### config.mk
export PLATFORM = sky130hd
export DESIGN_NAME = ipi_dest_decoder
export DESIGN_NICKNAME = d
export VERILOG_FILES = /design/src/rtl/ipi_dest_pkg.sv /design/src/rtl/ipi_addr_match.sv /design/src/rtl/ipi_cmd_check.sv /design/src/rtl/ipi_dest_decoder.sv
export SDC_FILE = /design/constraint.sdc
export NUM_CORES = 1
export LEC_CHECK = 0
export CORE_UTILIZATION = 30
export CTS_CLUSTER_DIAMETER = 120
export DETAILED_ROUTE_END_ITERATION = 8
export MAX_ROUTING_LAYER = met4
export PLACE_DENSITY = 0.78
export SLEW_MARGIN = 20
export SYNTH_ARGS = -nofsm -noshare
export SYNTH_HDL_FRONTEND = slang
export SYNTH_SLANG_ARGS = --single-unit
### constraint.sdc
create_clock -name clk -period 2 [get_ports clk]
set_input_delay 0.4 -clock clk [delete_from_list [all_inputs] [get_ports clk]]
set_output_delay 0.4 -clock clk [all_outputs]
set_load 0.02 [all_outputs]
### src/rtl/ipi_dest_pkg.sv
package ipi_dest_pkg;

    typedef enum logic [1:0] {
        SH_NONE   = 2'b00,
        SH_SELF   = 2'b01,
        SH_ALL    = 2'b10,
        SH_OTHERS = 2'b11
    } shorthand_t;

    typedef enum logic [2:0] {
        DM_FIXED   = 3'b000,
        DM_LOWPRI  = 3'b001,
        DM_SMI     = 3'b010,
        DM_RSV3    = 3'b011,
        DM_NMI     = 3'b100,
        DM_INIT    = 3'b101,
        DM_STARTUP = 3'b110,
        DM_RSV7    = 3'b111
    } deliv_t;

    typedef enum logic {
        ST_IDLE   = 1'b0,
        ST_REPORT = 1'b1
    } dec_state_t;

    localparam logic [3:0] MODEL_FLAT    = 4'b1111;
    localparam logic [3:0] MODEL_CLUSTER = 4'b0000;

endpackage

### src/rtl/ipi_addr_match.sv
module ipi_addr_match
    import ipi_dest_pkg::*;
#(
    parameter int ID_W    = 8,
    parameter int MODEL_W = 4
) (
    input  logic               dest_mode,
    input  logic [ID_W-1:0]    dest_field,
    input  logic [1:0]         shorthand,
    input  logic [ID_W-1:0]    sender_id,
    input  logic [ID_W-1:0]    node_id,
    input  logic [ID_W-1:0]    logical_id,
    input  logic [MODEL_W-1:0] fmt_model,
    output logic               hit
);
    localparam int              HALF_W    = ID_W / 2;
    localparam logic [ID_W-1:0] BCAST_ID  = {ID_W{1'b1}};

    logic is_self;
    logic phys_hit;
    logic flat_hit;
    logic clus_hit;
    logic logic_hit;

    assign is_self  = (sender_id == node_id);
    assign phys_hit = (dest_field == node_id) || (dest_field == BCAST_ID);
    assign flat_hit = |(dest_field & logical_id);
    assign clus_hit = (dest_field[ID_W-1:HALF_W] == logical_id[ID_W-1:HALF_W]) &&
                      (|(dest_field[HALF_W-1:0] & logical_id[HALF_W-1:0]));

    always_comb begin
        if (fmt_model == MODEL_FLAT[MODEL_W-1:0])
            logic_hit = flat_hit;
        else if (fmt_model == MODEL_CLUSTER[MODEL_W-1:0])
            logic_hit = clus_hit;
        else
            logic_hit = 1'b0;
    end

    always_comb begin
        unique case (shorthand_t'(shorthand))
            SH_NONE:   hit = dest_mode ? logic_hit : phys_hit;
            SH_SELF:   hit = is_self;
            SH_ALL:    hit = 1'b1;
            SH_OTHERS: hit = !is_self;
        endcase
    end

endmodule

### src/rtl/ipi_cmd_check.sv
module ipi_cmd_check
    import ipi_dest_pkg::*;
#(
    parameter bit LOWPRI_SEND_OK = 1'b1
) (
    input  logic [1:0] shorthand,
    input  logic [2:0] deliv_mode,
    input  logic       level,
    output logic       bad,
    output logic       is_lowpri
);
    logic level_bad;
    logic mode_bad;

    always_comb begin
        mode_bad  = 1'b0;
        level_bad = !level;
        is_lowpri = 1'b0;
        unique case (deliv_t'(deliv_mode))
            DM_FIXED, DM_NMI: ;
            DM_LOWPRI: begin
                is_lowpri = 1'b1;
                mode_bad  = !LOWPRI_SEND_OK;
            end
            DM_SMI, DM_STARTUP: mode_bad = (shorthand == SH_OTHERS);
            DM_INIT:            level_bad = 1'b0;
            DM_RSV3, DM_RSV7:   mode_bad  = 1'b1;
        endcase
    end

    assign bad = mode_bad || level_bad;

endmodule

### src/rtl/ipi_dest_decoder.sv
module ipi_dest_decoder
    import ipi_dest_pkg::*;
#(
    parameter int ID_W           = 8,
    parameter int MODEL_W        = 4,
    parameter bit LOWPRI_SEND_OK = 1'b1
) (
    input  logic               clk,
    input  logic               rst_n,
    input  logic               msg_valid,
    input  logic               dest_mode,
    input  logic [ID_W-1:0]    dest_field,
    input  logic [1:0]         shorthand,
    input  logic [2:0]         deliv_mode,
    input  logic               level,
    input  logic [ID_W-1:0]    sender_id,
    input  logic [ID_W-1:0]    node_id,
    input  logic [ID_W-1:0]    logical_id,
    input  logic [MODEL_W-1:0] fmt_model,
    output logic               accept,
    output logic               lowpri_ok,
    output logic               cmd_err
);
    dec_state_t state_q, state_d;
    logic       hit, bad, is_lowpri;
    logic       acc_q, lp_q, err_q;

    ipi_addr_match #(.ID_W(ID_W), .MODEL_W(MODEL_W)) u_match (
        .dest_mode  (dest_mode),
        .dest_field (dest_field),
        .shorthand  (shorthand),
        .sender_id  (sender_id),
        .node_id    (node_id),
        .logical_id (logical_id),
        .fmt_model  (fmt_model),
        .hit        (hit)
    );

    ipi_cmd_check #(.LOWPRI_SEND_OK(LOWPRI_SEND_OK)) u_check (
        .shorthand  (shorthand),
        .deliv_mode (deliv_mode),
        .level      (level),
        .bad        (bad),
        .is_lowpri  (is_lowpri)
    );

    always_comb begin
        state_d = state_q;
        unique case (state_q)
            ST_IDLE:   if (msg_valid)  state_d = ST_REPORT;
            ST_REPORT: if (!msg_valid) state_d = ST_IDLE;
        endcase
    end

    always_ff @(posedge clk) begin
        if (!rst_n) begin
            state_q <= ST_IDLE;
            acc_q   <= 1'b0;
            lp_q    <= 1'b0;
            err_q   <= 1'b0;
        end else begin
            state_q <= state_d;
            if (msg_valid) begin
                acc_q <= hit && !bad;
                lp_q  <= hit && !bad && is_lowpri;
                err_q <= bad;
            end
        end
    end

    always_comb begin
        accept    = 1'b0;
        lowpri_ok = 1'b0;
        cmd_err   = 1'b0;
        unique case (state_q)
            ST_IDLE: ;
            ST_REPORT: begin
                accept    = acc_q;
                lowpri_ok = lp_q;
                cmd_err   = err_q;
            end
        endcase
    end

endmodule

==> key figures, run 1 <==
Status
  – Run status: finished clean

Logic synthesis
  – Post-Synthesis Cell Area: 542 um^2
  – Seq/Total Area, Yosys: 0.148
  – Syn Nets: 115
  – Post-synthesis cell type count: 27
  – Top-area cell type share of the netlist area: 0.226
  – Yosys warnings: 0
  – Cell count after synthesis: 65
  – Area contributors post-synth: xor2_1 (23%), dfxtp_1 (15%), ha_1 (9.2%), nor4_1 (5.8%), nand4_1 (4.6%)
  – Yosys top cell by area: xor2_1
  – Synth Area per Inst: 8.33 um^2
  – Number of synthesized register bits: 4

Drt
  – DRC violations left: 0
  – Vias/cell: 4.96
  – Drt pass-1 iters: 4
  – First DRT Iteration DRCs: 3
  – WL/cell: 12.2 um
  – Antenna Violating Nets Remaining: 0
  – Post-Route WL: 1760 um
  – Total number of vias: 714

Power and ir drop
  – Switching power: 0.0981 mW
  – Sw frac: 0.266
  – Sequential share of power: 0.234
  – Internal power: 0.270 mW
  – PwrDens: 325 mW/mm^2
  – VDD IR max: 0.439 mV
  – Comb power frac: 0.499
  – Clock share of power: 0.267
  – Lkg Pwr: 0.472 nW

GRT
  – Largest net degree at the start of global routing: 6
  – GR Layer Usage met1: 0.215
  – Initial antenna violation count: 0
  – Total GRT Usage: 0.189
  – Number of global-route vias before repair: 713
  – GRT met3 Usage: 0.0490
  – First-pass GRT wire length: 2750 um
  – GRT busiest layer: met2
  – Met2 Track Usage GR: 0.341
  – GR Overflow Total: 0

Worst setup path
  – Reg2Reg Launch Point: acc_q
  – CP endpoint: acc_q
  – Kind of end point of the critical path: register
  – Crit path kind: in2reg
  – CP Data Required Time: 2180 ps
  – Worst r2r dst: acc_q
  – Startpoint types: input port
  – R2R depth: 1
  – Max Fanout on Critical Path: 2
  – Arr. time, crit path: 2040 ps
  – Flop-to-flop setup slack: 1350 ps
  – Setup crit start: dest_field[7]

Clock tree
  – CTS resizes: 0
  – Hold Buf Count CTS: 0
  – Total clock sinks: 4
  – H-tree levels: 1
  – TritonCTS clock tree: yes
  – Worst-path clk slew: 40 ps
  – CTS max path bufs: 2
  – Setup Buffers After CTS: 0
  – CTS buffer count: 3
  – Skew-Pair Late Insertion Delay: 230 ps
  – CTS root buf: clkbuf_4

Floorplan
  – Die X: 44.5 um
  – # rows: 14
  – Chip height: 44.5 um
  – Initial Util: 0.340
  – Core Box Area: 0.00159 mm^2
  – Io pins: 49
  – Die area: 0.00198 mm^2

Timing
  – Fmax: 0.536 GHz
  – Max_slew headroom: 0.718
  – Final setup skew: 0 ps
  – Worst slew pin tran: 419 ps
  – RSZ-0062 raised after global routing: false
  – Fin crit share: 0.933
  – Setup TNS: 0 ps
  – Fin. Hold Viols: 0
  – Fin crit period: 1870 ps
  – # setup viols final: 0
  – Final Slew Violations: 0

Placement
  – Port Buffers: 48
  – HPWL Detailed: 1540 um
  – Routability cong.: 0.763

Min path
  – Worst hold path type: reg2reg

Cells and area
  – Final core utilization: 0.711
  – Register Area: 80.1 um^2
  – FILL cells: 126
  – Area grow syn2layout: 109%
  – Layout cells sized above 1: 0.100
  – Nets: 172
  – Antenna Cells: 0
  – Multi-input combinational cell area: 473 um^2

Run
  – Max-Cap Viols: 0
-- worst max-delay path: stages --
cell and delay (ps):
clkdlybuf4s50_1 490, ha_1 240, nor4_2 200, nand2_1 90
a311oi_2 280, and3_1 190, a32o_2 160
-- power groups by stage --
| stage | clock (mW) | combinational [mW] | sequential (mW) |
|---|---|---|---|
| finish | 0.0983 | 0.184 | 0.0861 |
| CTS | 0.102 | 0.181 | 0.0861 |
| floorplan | 0 | 0.0559 | 0.0866 |
| detailed placement | 0 | 0.180 | 0.0873 |
| global route | 0.104 | 0.200 | 0.0864 |
| global placement | 0 | 0.176 | 0.0871 |
-- sequential cells by signal, indices dropped and copies added (netlist names) --
name / count
acc_q: 1
err_q: 1
lp_q: 1
state_q: 1
-- cells in the mapped netlist --
master / number
xor2_1: 14
nor4_1: 5
dfxtp_1: 4
ha_1: 4
nand2_1: 4
nand4_1: 4
and2_1: 3
nor2b_1: 3
a22oi_1: 2
inv_1: 2
nand3_1: 2
nor3b_1: 2
xnor2_1: 2
a211o_1: 1
a21oi_1: 1
a2bb2oi_1: 1
a311oi_2: 1
a32o_2: 1
a41o_1: 1
and3_1: 1
mux2i_1: 1
nor2_1: 1
nor3_1: 1
nor4_2: 1
o2111ai_1: 1
o21ai_0: 1
o21ai_1: 1
-- kinds of logic (layout without fill, tap and decap cells) --
group                      count (synthesis)  after routing  share of synthesized area
xor gates and xnor gates                  16             16                      0.259
adders and majority gates                  4              4                     0.0924
DFF                                        4              4                      0.148
buffers and inverters                      2             57                     0.0139
AOI/OAI and AO/OA                         11             11                      0.171
and+or+nand+nor                           27             27                      0.298
muxes                                      1              1                     0.0185
-- final cells by class --
cell class              instances  area share
inverters                       2     0.00662
flip-flops and latches          4      0.0706
well taps                      24      0.0265
repair buffers                 52       0.459
clock buffers                   3      0.0199
multi-input cells              59       0.417
-- layer usage --
metal	up-vias	wire length (um)
met2	30	895
met5	-	0
met3	0	129
li1	361	-
met4	0	0
met1	323	739
-- how the worst min path moves through the flow --
stage,start,endpoint,slack [ps],cells after the start
after floorplan,lp_q,lp_q,420,2
final,lp_q,lp_q,470,2
after detailed placement,lp_q,lp_q,460,2
after global routing,lp_q,lp_q,480,2
after global placement,lp_q,lp_q,440,2
after CTS,lp_q,lp_q,460,2
-- stage by stage --
| step | worst slack, ps | power (mW) | cells | area [um^2] | hold slack [ps] |
|---|---|---|---|---|---|
| 2_1_floorplan | 422 | 0.143 | 65 | 542 | 421 |
| 3_3_place_gp | -97.3 | 0.263 | 141 | 1080 | 435 |
| 3_5_place_dp | -145 | 0.267 | 141 | 1080 | 455 |
| 4_1_cts | 100 | 0.369 | 144 | 1100 | 460 |
| 5_1_grt | 9.92 | 0.391 | 144 | 1130 | 480 |
| 6_report | 134 | 0.368 | 144 | 1130 | 475 |
-- layout by cell type, fill, tap and decap left out --
master | netlist | routed
ha_4 | 0 | 1
xor2_1 | 14 | 14
dfxtp_1 | 4 | 4
inv_1 | 2 | 2
a311oi_2 | 1 | 1
ha_1 | 4 | 3
nand3_1 | 2 | 2
nor3_1 | 1 | 1
a2bb2oi_1 | 1 | 1
nor3b_1 | 2 | 2
a22oi_1 | 2 | 2
a32o_2 | 1 | 1
and3_1 | 1 | 1
nor4_1 | 5 | 4
nor4_2 | 1 | 2
a21oi_1 | 1 | 1
nand2_1 | 4 | 4
clkbuf_4 | 0 | 3
and2_1 | 3 | 3
buf_4 | 0 | 4
a41o_1 | 1 | 1
mux2i_1 | 1 | 1
xnor2_1 | 2 | 2
o2111ai_1 | 1 | 1
a211o_1 | 1 | 1
o21ai_1 | 1 | 1
dlymetal6s2s_1 | 0 | 4
nor2_1 | 1 | 1
nor2b_1 | 3 | 3
clkdlybuf4s50_1 | 0 | 44
o21ai_0 | 1 | 1
nand4_1 | 4 | 4
Note: power is estimated with default switching activity, not from simulation.
==> run 2, diff against run 1 <==
HOLD_SLACK_MARGIN = 0.12   (was unset)
==> results of run 2 <==
No change in the layout: final DEF, timing and power equal those of run 1.
==> run 3, diff against run 2 <==
MAX_ROUTING_LAYER = unset   (was met4)
==> run 3 against run 2 <==
  * Die area did not move
  * Cell count is the same
  * Combinational power about the same
  * Utilization stayed put
  * First-iteration DRC count is 33% higher
  * Largest cell class unchanged
  * Highest routed layer unchanged
==> key figures, run 3 (synthesis results as in run 1) <==
Status
  – Run status: finished clean

Timing
  – Fin. Hold Viols: 0 (unchanged)
  – Max_slew headroom: 0.718 (about the same)
  – RSZ-0062 raised after global routing: false
  – Final setup skew: 0 ps (unchanged)
  – Final Slew Violations: 0 (unchanged)
  – Worst hold slack: 461 ps (-13.8 ps)
  – Setup TNS: 0 ps (unchanged)
  – Fin crit share: 0.932 (-0.00130)
  – Worst slew pin tran: 419 ps (-0.113 ps)
  – Fmax: 0.537 GHz (+0.14%)
  – Worst setup margin: 136 ps (+2.59 ps)
  – # setup viols final: 0 (unchanged)
  – Fin crit period: 1860 ps (-2.59 ps)

Worst setup path
  – Crit path kind: in2reg
  – Max Fanout on Critical Path: 2 (unchanged)
  – R2R depth: 1 (unchanged)
  – Arr. time, crit path: 2040 ps (about the same)
  – Kind of end point of the critical path: register
  – Startpoint types: input port
  – CP Data Required Time: 2180 ps (about the same)

Cells and area
  – Nets: 172 (unchanged)
  – Final core utilization: 0.711 (unchanged)
  – Final Cell Area: 0.00113 mm^2 (unchanged)
  – Most frequent cells in the layout: clkdlybuf4s50_1 (44), xor2_1 (14)
  – Leading cell type in the layout, fill and taps excluded: clkdlybuf4s50_1
  – Area grow syn2layout: 109% (unchanged)
  – Antenna Cells: 0 (unchanged)
  – Layout cells sized above 1: 0.100 (unchanged)

Drt
  – Total number of vias: 706 (-1.1%)
  – First DRT Iteration DRCs: 4 (+1)
  – Vias/cell: 4.90 (-1.1%)
  – WL/cell: 12.2 um (-0.28%)
  – Drt pass-1 iters: 2 (-2)
  – Antenna Violating Nets Remaining: 0 (unchanged)
  – Post-Route WL: 1760 um (-0.28%)
  – DRC violations left: 0 (unchanged)

Clock tree
  – Total clock sinks: 4 (unchanged)
  – TritonCTS clock tree: yes
  – CTS root buf: clkbuf_4
  – Setup Buffers After CTS: 0 (unchanged)
  – Worst-path clk slew: 40 ps (about the same)
  – Skew-Pair Late Insertion Delay: 240 ps (about the same)
  – H-tree levels: 1 (unchanged)
  – CTS max path bufs: 2 (unchanged)
  – CTS buffer count: 3 (unchanged)

Placement
  – Port Buffers: 48 (unchanged)
  – HPWL Detailed: 1540 um (unchanged)
  – Pre-CTS WS: -145 ps (unchanged)
  – DP Area: 0.00108 mm^2 (unchanged)
  – Routability cong.: 0.754 (-1.3%)

Power and ir drop
  – PwrDens: 327 mW/mm^2 (+0.53%)
  – VDD IR max: 0.445 mV (+1.6%)
  – Lkg Pwr: 0.472 nW (unchanged)

GRT
  – Number of global-route vias before repair: 712 (-0.14%)
  – Largest net degree at the start of global routing: 6 (unchanged)
  – Initial antenna violation count: 0 (unchanged)
  – GR Overflow Total: 0 (unchanged)
  – First-pass GRT wire length: 2750 um (unchanged)
  – Total GRT Usage: 0.183 (-0.00554)

Floorplan
  – Die area: 0.00198 mm^2 (unchanged)
  – Initial Util: 0.340 (unchanged)
  – Die X: 44.5 um (unchanged)
  – Chip height: 44.5 um (unchanged)
  – Io pins: 49 (unchanged)
  – Core Box Area: 0.00159 mm^2 (unchanged)
  – # rows: 14 (unchanged)

Min path
  – Worst Hold Depth: 2 (unchanged)
  – Worst hold path type: reg2reg

Run
  – Max-Cap Viols: 0 (unchanged)
## run 3: area by class of cell
type / instances / area [um^2]
multi-input cells: 59 / 473
fillers: 126 / 460
flip-flops and latches: 4 / 80.1
well taps: 24 / 30.0
inverters: 2 / 7.51
repair buffers: 52 / 520
clock buffers: 3 / 22.5
## run 3: power by group
group	switching, mW	total [mW]	internal [mW]
sequential	0.00188	0.0861	0.0842
combinational	0.0648	0.184	0.119
clock	0.0332	0.100	0.0671
total	0.100	0.370	0.270
## run 3: final timing paths
| kind | startpoint | to | slack (ps) |
|---|---|---|---|
| setup / recovery | dest_field[7] | acc_q | 140 |
| hold reg to reg | lp_q | lp_q | 460 |
| hold / removal | lp_q | lp_q | 460 |
| setup reg to reg | acc_q | acc_q | 1350 |
## run 3: worst max-delay path, stage by stage
cell	delay, ps
clkdlybuf4s50_1	490
ha_1	240
nor4_2	200
nand2_1	90
a311oi_2	280
and3_1	190
a32o_2	160
## run 3: repair_timing
item | in CTS | in global routing
hold buffers | 0 | 0
endpoints found under the setup margin | 0 | 1
resized for setup | 0 | 6
## run 3: metrics by stage
step / std cells / power (mW)
after detailed placement: 141 / 0.267
after floorplan: 65 / 0.143
final: 144 / 0.370
after global routing: 144 / 0.391
after CTS: 144 / 0.369
after global placement: 141 / 0.263
## run 3: per-layer routing
layer | vias up | GRT usage | part of all wire
li1 | 361 | - | -
met2 | 30 | 0.341 | 0.51
met4 | 0 | 0.0182 | 0
met5 | - | 0 | 0
met3 | 0 | 0.0490 | 0.076
met1 | 315 | 0.215 | 0.42
